--- src/rtl/accsat_pkg.sv ---
// Package: shared widths, mode codes, selector type and narrow-lane limits
// for the accumulator saturation unit. Assumes a 64-bit accumulator split
// into two equal words.
package accsat_pkg;
    localparam int WORD_W = 32;
    localparam int ACC_W  = 2 * WORD_W;
    localparam int MODE_W = 8;
    localparam int NARROW_LANES = 3;

    localparam logic [MODE_W-1:0] CODE_B8  = 8'h08;
    localparam logic [MODE_W-1:0] CODE_B9  = 8'h09;
    localparam logic [MODE_W-1:0] CODE_B16 = 8'h10;
    localparam logic [MODE_W-1:0] CODE_W48 = 8'h30;

    typedef enum logic [1:0] {
        SEL_B8  = 2'd0,
        SEL_B9  = 2'd1,
        SEL_B16 = 2'd2,
        SEL_W48 = 2'd3
    } sat_sel_e;

    typedef struct packed {
        logic     legal;
        sat_sel_e sel;
    } sat_dec_t;

    // Upper inclusive limit of narrow lane g.
    function automatic logic signed [ACC_W-1:0] lane_hi_lim(input int g);
        case (g)
            0:       return 64'sd127;
            1:       return 64'sd128;
            default: return 64'sd32767;
        endcase
    endfunction

    // Lower inclusive limit of narrow lane g.
    function automatic logic signed [ACC_W-1:0] lane_lo_lim(input int g);
        case (g)
            0:       return -64'sd128;
            1:       return -64'sd127;
            default: return -64'sd32768;
        endcase
    endfunction

    // Value written when lane g clamps at the top.
    function automatic logic [WORD_W-1:0] lane_hi_out(input int g);
        case (g)
            0:       return 32'h0000_007F;
            1:       return 32'h0000_0080;
            default: return 32'h0000_7FFF;
        endcase
    endfunction

    // Value written when lane g clamps at the bottom (zero-extended).
    function automatic logic [WORD_W-1:0] lane_lo_out(input int g);
        case (g)
            0:       return 32'h0000_0080;
            1:       return 32'h0000_0081;
            default: return 32'h0000_8000;
        endcase
    endfunction
endpackage

--- src/rtl/accsat_decode.sv ---
// Module: accsat_decode
// Maps the mode code onto a lane selector and a legal flag.
// Assumes: purely combinational; any code outside the four supported ones
// is reported as not legal and its selector value is meaningless.
module accsat_decode
    import accsat_pkg::*;
#(
    parameter int CODE_W = MODE_W
) (
    input  logic [CODE_W-1:0] mode_i,
    output sat_dec_t          dec_o
);
    // Purpose: compare the code against each supported value.
    always_comb begin
        dec_o.legal = 1'b1;
        dec_o.sel   = SEL_B8;
        case (mode_i)
            CODE_B8:  dec_o.sel = SEL_B8;
            CODE_B9:  dec_o.sel = SEL_B9;
            CODE_B16: dec_o.sel = SEL_B16;
            CODE_W48: dec_o.sel = SEL_W48;
            default:  dec_o.legal = 1'b0;
        endcase
    end
endmodule

--- src/rtl/accsat_narrow.sv ---
// Module: accsat_narrow
// Clamps a signed operand to [LO_LIM, HI_LIM]. Out-of-range values produce
// the fixed codes HI_OUT / LO_OUT; in-range values pass their low OUT_W bits.
// Assumes: limits are given as signed values of the operand width and
// LO_LIM < HI_LIM.
module accsat_narrow #(
    parameter int IN_W  = 64,
    parameter int OUT_W = 32,
    parameter logic signed [IN_W-1:0] HI_LIM = 127,
    parameter logic signed [IN_W-1:0] LO_LIM = -128,
    parameter logic [OUT_W-1:0] HI_OUT = 'h7F,
    parameter logic [OUT_W-1:0] LO_OUT = 'h80
) (
    input  logic signed [IN_W-1:0] op_i,
    output logic [OUT_W-1:0]       res_o
);
    logic above;
    logic below;

    // Purpose: signed comparisons against both limits.
    always_comb begin
        above = (op_i > HI_LIM);
        below = (op_i < LO_LIM);
    end

    // Purpose: pick the clamp code or pass the low bits through.
    always_comb begin
        if (above)
            res_o = HI_OUT;
        else if (below)
            res_o = LO_OUT;
        else
            res_o = op_i[OUT_W-1:0];
    end
endmodule

--- src/rtl/accsat_wide.sv ---
// Module: accsat_wide
// Clamps a signed operand to the signed KEEP_W-bit range, then shifts it
// arithmetically right by SHIFT and returns the low OUT_W bits.
// Assumes: KEEP_W - SHIFT <= OUT_W, so the shifted clamp always fits.
module accsat_wide #(
    parameter int IN_W   = 64,
    parameter int OUT_W  = 32,
    parameter int KEEP_W = 48,
    parameter int SHIFT  = 16
) (
    input  logic signed [IN_W-1:0] op_i,
    output logic [OUT_W-1:0]       res_o
);
    localparam logic signed [IN_W-1:0] W_MAX =
        {{(IN_W-KEEP_W+1){1'b0}}, {(KEEP_W-1){1'b1}}};
    localparam logic signed [IN_W-1:0] W_MIN =
        {{(IN_W-KEEP_W+1){1'b1}}, {(KEEP_W-1){1'b0}}};

    logic signed [IN_W-1:0] clamped;

    // Purpose: limit the operand to the signed KEEP_W range.
    always_comb begin
        if (op_i > W_MAX)
            clamped = W_MAX;
        else if (op_i < W_MIN)
            clamped = W_MIN;
        else
            clamped = op_i;
    end

    // Purpose: arithmetic downshift and truncation to the result width.
    always_comb begin
        res_o = OUT_W'(clamped >>> SHIFT);
    end
endmodule

--- src/rtl/acc_sat_unit.sv ---
// Module: acc_sat_unit (top)
// Saturates a 64-bit signed accumulator to a 32-bit result under control of
// an 8-bit mode code. One start gives a registered result and a one-cycle
// valid pulse on the following clock.
// Assumes: operand and code are stable at the edge that samples start_i;
// synchronous active-low reset.
module acc_sat_unit
    import accsat_pkg::*;
#(
    parameter int DATA_W = WORD_W,
    parameter int CODE_W = MODE_W
) (
    input  logic              clk,
    input  logic              rst_n,
    input  logic              start_i,
    input  logic [CODE_W-1:0] mode_i,
    input  logic [DATA_W-1:0] acc_hi_i,
    input  logic [DATA_W-1:0] acc_lo_i,
    output logic [DATA_W-1:0] result_o,
    output logic              valid_o
);
    localparam int OP_W = 2 * DATA_W;

    logic signed [OP_W-1:0] operand;
    sat_dec_t               dec;
    logic [DATA_W-1:0]      lane_res [NARROW_LANES];
    logic [DATA_W-1:0]      wide_res;
    logic [DATA_W-1:0]      next_res;

    // Purpose: join the two words into the signed operand.
    always_comb begin
        operand = {acc_hi_i, acc_lo_i};
    end

    accsat_decode #(.CODE_W(CODE_W)) u_decode (
        .mode_i (mode_i),
        .dec_o  (dec)
    );

    // One clamp lane per narrow mode; limits come from the package.
    for (genvar g = 0; g < NARROW_LANES; g++) begin : g_lane
        accsat_narrow #(
            .IN_W   (OP_W),
            .OUT_W  (DATA_W),
            .HI_LIM (lane_hi_lim(g)),
            .LO_LIM (lane_lo_lim(g)),
            .HI_OUT (lane_hi_out(g)),
            .LO_OUT (lane_lo_out(g))
        ) u_narrow (
            .op_i  (operand),
            .res_o (lane_res[g])
        );
    end

    accsat_wide #(
        .IN_W   (OP_W),
        .OUT_W  (DATA_W),
        .KEEP_W (48),
        .SHIFT  (16)
    ) u_wide (
        .op_i  (operand),
        .res_o (wide_res)
    );

    // Purpose: choose the lane result named by the decoded selector.
    always_comb begin
        case (dec.sel)
            SEL_B8:  next_res = lane_res[0];
            SEL_B9:  next_res = lane_res[1];
            SEL_B16: next_res = lane_res[2];
            default: next_res = wide_res;
        endcase
    end

    // Purpose: capture the result and pulse valid for a legal start.
    always_ff @(posedge clk) begin
        if (!rst_n) begin
            result_o <= '0;
            valid_o  <= 1'b0;
        end else begin
            valid_o <= start_i && dec.legal;
            if (start_i && dec.legal)
                result_o <= next_res;
        end
    end

    AST_RESET_CLEARS: assert property (@(posedge clk)
        !rst_n |=> (!valid_o && result_o == '0));
    AST_VALID_ON_LEGAL: assert property (@(posedge clk) disable iff (!rst_n)
        (start_i && dec.legal) |=> valid_o);
    AST_NO_VALID_IDLE: assert property (@(posedge clk) disable iff (!rst_n)
        !start_i |=> !valid_o);
    AST_ILLEGAL_HOLDS: assert property (@(posedge clk) disable iff (!rst_n)
        (start_i && !dec.legal) |=> (!valid_o && $stable(result_o)));
    AST_IDLE_HOLDS: assert property (@(posedge clk) disable iff (!rst_n)
        !start_i |=> $stable(result_o));
    AST_WIDE_SIGN: assert property (@(posedge clk) disable iff (!rst_n)
        (start_i && mode_i == CODE_W48) |=> (result_o[DATA_W-1] == $past(acc_hi_i[DATA_W-1])));
    AST_B8_FITS: assert property (@(posedge clk) disable iff (!rst_n)
        (start_i && mode_i == CODE_B8) |=> (result_o[DATA_W-1:8] == '0 || result_o[DATA_W-1:8] == '1));
endmodule

--- config.mk ---
export PLATFORM = sky130hd
export DESIGN_NAME = acc_sat_unit
export DESIGN_NICKNAME = d
export VERILOG_FILES = /design/src/rtl/accsat_pkg.sv /design/src/rtl/accsat_decode.sv /design/src/rtl/accsat_narrow.sv /design/src/rtl/accsat_wide.sv /design/src/rtl/acc_sat_unit.sv
export SDC_FILE = /design/constraint.sdc
export NUM_CORES = 1
export LEC_CHECK = 0
export BUFFER_PORTS_ARGS = -buffer_cell sky130_fd_sc_hd__buf_2
export CORE_MARGIN = 10
export CORE_UTILIZATION = 45
export CTS_BUF_LIST = sky130_fd_sc_hd__clkbuf_2 sky130_fd_sc_hd__clkbuf_4 sky130_fd_sc_hd__clkbuf_8
export DETAILED_ROUTE_END_ITERATION = 7
export GPL_ROUTABILITY_DRIVEN = 0
export PLACE_DENSITY = 0.77
export SLEW_MARGIN = 10
export SYNTH_ARGS = -nofsm -noshare
export SYNTH_HDL_FRONTEND = slang
export SYNTH_HIERARCHICAL = 1
export SYNTH_SLANG_ARGS = --single-unit
--- constraint.sdc ---
create_clock -name clk -period 2.9 [get_ports clk]
set_input_delay 0.145 -clock clk [delete_from_list [all_inputs] [get_ports clk]]
set_output_delay 0.145 -clock clk [all_outputs]
set_load 0.01 [all_outputs]
; ---- Word level (Yosys, flattened, before mapping)
; Index checks and enable logic that the tools add are counted.
[totals]
register_bits = 33
word_cells = 30
input_bits = 75
output_inout_bits = 33
[op_classes]
reduce_logical = 3
eq_ne = 6
muxes = 11
n_lt_le_gt_ge = 8
[op_table]
columns = cell, count
row1 = 32-bit 2-to-1 mux, 6
row2 = "64-bit by 8-bit < comparator with 1-bit output, second input constant", 2
row3 = 48-bit 2-to-1 mux, 2
row4 = 32-bit one-hot mux with 3 select lines, 1
row5 = "64-bit by 16-bit greater-than comparator with 1-bit output, second input constant", 1
row6 = "64-bit by 48-bit greater-than comparator with 1-bit output, second input constant", 1
row7 = "64-bit by 8-bit greater-than comparator with 1-bit output, second input constant", 1
row8 = "64-bit by 9-bit greater-than comparator with 1-bit output, second input constant", 1
row9 = "64-bit by 16-bit < comparator with 1-bit output, second input constant", 1
row10 = "64-bit by 48-bit < comparator with 1-bit output, second input constant", 1
row11 = "8-bit by 4-bit equality test with 1-bit output, second input constant", 2
row12 = "8-bit by 5-bit equality test with 1-bit output, second input constant", 1
row13 = "8-bit by 6-bit equality test with 1-bit output, second input constant", 1
row14 = 2-bit one-hot mux with 3 select lines, 1
row15 = 4-bit OR reduction, 1
row16 = "2-bit by 1-bit equality test with 1-bit output, second input constant", 1
row17 = "2-bit equality test, second input constant", 1
row18 = 2-bit zero test, 1
row19 = 1-bit logical AND, 1
row20 = 1-bit 2-to-1 mux, 1

; ---- Depth between registers and ports, before layout
[logic_depth]
depth_word = 4
depth_mapped = 10

; ---- Cells and area by module
; The synthesis kept the hierarchy.
[by_module_without_submodules]
columns = mod, seq_area_each_um2, cells_per_inst, instances, area_each_um2
row1 = acc_sat_unit, 660.6, 182, 1, 2033.2
row2 = accsat_narrow at g_lane[2].u_narrow, 0.0, 90, 1, 733.2
row3 = accsat_narrow at g_lane[0].u_narrow, 0.0, 88, 1, 663.1
row4 = accsat_narrow at g_lane[1].u_narrow, 0.0, 82, 1, 469.2
row5 = accsat_wide, 0.0, 48, 1, 375.4
row6 = accsat_decode, 0.0, 8, 1, 75.1

; ---- Worst setup path before layout
; No wires, ideal clock.
[synth_path]
path_type = input to register
start = in acc_lo_i[2]
end = reg result_o[1]
slack_ns = 0.800
cell_stages = 7
arrival_time_ns = 1.978
setup_ns = 0.122
n_path_buf = 0
required_ns = 2.778
path_cell_list = or4_4 > o41ai_4 > or2_1 > o2bb2ai_2 > and2_1 > mux2_4 > a221o_1
[synth_rtl]
columns = item, line
row1 = "start, declared", acc_sat_unit.sv:18  ; input logic [DATA_W-1:0] acc_lo_i,
row2 = "end signal, assigned", acc_sat_unit.sv:83  ; result_o <= next_res;
row3 = "end, declared", acc_sat_unit.sv:19  ; output logic [DATA_W-1:0] result_o,

==> impl_metrics.env <==
export IMPL_status="completed"
export IMPL_cts_max_level=2
export IMPL_leakage_nw=1.95
export IMPL_synth_nets=573
export IMPL_synth_area_leaders="dfxtp_1 (15%), mux2_4 (9.7%), a221o_1 (7.4%), mux2i_1 (7.4%), nor4_1 (7.3%)"
export IMPL_numCtsBuffers=5
export IMPL_synth_fa_ha_area_share_pct=0
export IMPL_first_pass_iters=6
export IMPL_finalHoldViolations=0
export IMPL_viasPerCell=6.71
export IMPL_yosys_top_cells_count="nor2_1 (59), nor4_1 (51), nand4_1 (50), and4_1 (35), dfxtp_1 (33)"
export IMPL_synth_edf_count=0
export IMPL_dieArea_um2=14000
export IMPL_clock_skew_ns=0
export IMPL_stdcell_area_um2=5010
export IMPL_ant_nets=0
export IMPL_cts_tree="done"
export IMPL_yosys_area_share_simple_pct=39.0
export IMPL_clkTransAtPathRegs_ns=0.06
export IMPL_drive_above_1_share_pct=35.6
export IMPL_netlist_instances=498
export IMPL_antenna_found_initial=0
export IMPL_drv_slew=0
export IMPL_timing_max_cap_violations=0
export IMPL_fp_dieW_um=118
export IMPL_synthMuxAreaShare_pct=18.1
export IMPL_startpoint_type="input pin"
export IMPL_grt_pass1_vias=4752
export IMPL_clk_path_buf_depth=2
export IMPL_place_hpwl_um=11100
export IMPL_layout_nets=656
export IMPL_cts_sinks=33
export IMPL_synthesis_area_um2=4350
export IMPL_die_height_um=118
export IMPL_synthArstFlopShare_pct=0
export IMPL_routed_wl_um=14800
export IMPL_period_minus_slack_ns=2.25
export IMPL_synth_flop_cell="dfxtp_1"
export IMPL_cp_startpoint="acc_hi_i[26]"
export IMPL_worstPathMaxFanout=25
export IMPL_gr_usage_all_layers_pct=20.0
export IMPL_rsz0062_at_grt="false"
export IMPL_io_buffers=107
export IMPL_yosysSeqAreaShare_pct=15.2
export IMPL_synth_top_family_by_area="simple AND/OR/NAND/NOR gates"
export IMPL_grt_pass1_wl_um=24100
export IMPL_synth_top_area_share_pct=15.2
export IMPL_drc=0
export IMPL_setup_violations=0
export IMPL_required_ns=3.12
export IMPL_synth_compound_area_share_pct=20.1
export IMPL_power_density_nw_per_um2=221
export IMPL_tns_ns=0
export IMPL_peakVddDrop_v=0.000124
export IMPL_avgSynthCellArea_um2=8.73
export IMPL_synth_xor_area_share_pct=0
export IMPL_globalRouteOverflowTotal=0
export IMPL_worst_pin_slew_ns=1.20
export IMPL_io_pins=108
export IMPL_yosysMostFrequentCell="nor2_1"
export IMPL_post_route_util_pct=53.7
export IMPL_cts_hold_buf=0
export IMPL_arrival_ns=2.47
export IMPL_ys_types=47
export IMPL_ctsResizeCount=0
export IMPL_synth_warnings=6
export IMPL_final_period_utilization_pct=77.5
export IMPL_detail_route_wl_per_cell_um=20.8
export IMPL_max_slew_margin_pct=19.7
export IMPL_fmax_mhz=445
export IMPL_min_from="rst_n"
export IMPL_diodes=0
export IMPL_rows=35
export IMPL_cts_root_buffer="clkbuf_8"
export IMPL_post_cts_buffers=0
export IMPL_initial_utilization_pct=46.6
export IMPL_area_growth_pct=15.2
export IMPL_clock_latency_ns=0.27
export IMPL_end_kind="flip-flop"
export IMPL_drt_iter0_drc=362
export IMPL_core_um2=9330
export IMPL_r2r_start="result_o[11]"
export IMPL_vias=4770
export IMPL_yosysTopAreaCell="dfxtp_1"
export IMPL_grt_max_degree=65
export IMPL_place_area_um2=4920
export IMPL_critPathKind="input pin to flip-flop"
export IMPL_hold_class="input pin to flip-flop"
export IMPL_yosys_register_bits=33
-- worst paths after layout --
kind,to,slack (ns),cells past startpoint
hold / removal,valid_o,0.17,2
hold reg to reg,result_o[18],0.48,1
setup / recovery,result_o[5],0.65,7
setup reg to reg,result_o[11],2.12,1
-- routing by layer --
layer / wire (um) / vias up / track usage, %
li1: - / 2207 / -
met1: 6510 / 2210 / 26.2
met2: 6470 / 299 / 31.4
met3: 1400 / 54 / 3.95
met4: 429 / 0 / 7.81
met5: 0 / - / 0
-- placed cells by master, fill, tap and decap left out, types with 2 or more instances in the layout --
master	netlist	layout
mux2_4	28	28
or3b_2	2	2
o21bai_1	7	7
nor4_1	51	51
o41ai_4	2	2
or4_4	2	2
o2bb2ai_1	15	15
nor4_4	5	5
clkbuf_8	0	5
nand3_1	3	3
buf_4	3	17
a21o_1	30	30
dfxtp_1	33	33
nand4_1	50	50
nand4_2	3	3
a41oi_2	1	2
nor4_2	11	11
a221o_1	32	32
and2_1	7	7
nor2_1	59	59
mux2i_1	32	32
inv_1	9	9
and4_2	5	5
nor3_2	2	2
nor3_1	2	2
nand2_1	3	3
and4_1	35	35
mux2_2	4	4
buf_2	11	107
clkbuf_4	0	3
-- cells by family after synthesis --
family          count (synthesis)
buf+inv                        58
mux                            64
flops                          33
compound gates                 95
simple gates                  248
-- final cells by class --
class,instances,area (um^2)
fill,879,4320
multi-input combinational,407,3380
timing repair buffer,125,683
sequential,33,661
tap,129,161
clock buffer,8,91.3
inverter,9,33.8
-- worst max-delay path: stages --
cell      delay [ns]
buf_2           0.17
nand4_1         0.15
nor3_2          0.98
a41oi_2         0.44
o21bai_1        0.28
mux2_4          0.17
a221o_1         0.12
-- power by group --
part / switching (mW) / internal (mW)
registers: 0.000377 / 0.454
logic: 0.199 / 0.108
clock network: 0.150 / 0.198
-- through the flow --
step                      power (mW)  setup slack, ns  hold slack (ns)  cells
after floorplan                0.595            0.800            0.331    498
after detailed placement       0.759            0.465            0.450    703
final                           1.11            0.653            0.173    711
after global placement         0.750            0.629            0.446    703
after global routing            1.16            0.477            0.185    711
after CTS                       1.11            0.752            0.163    711
-- sequential cells by signal, summed over array words and instances, names as in the netlist --
register,cells
valid_o,1
result_o,32
No activity file was read; power rests on OpenSTA's default activity.
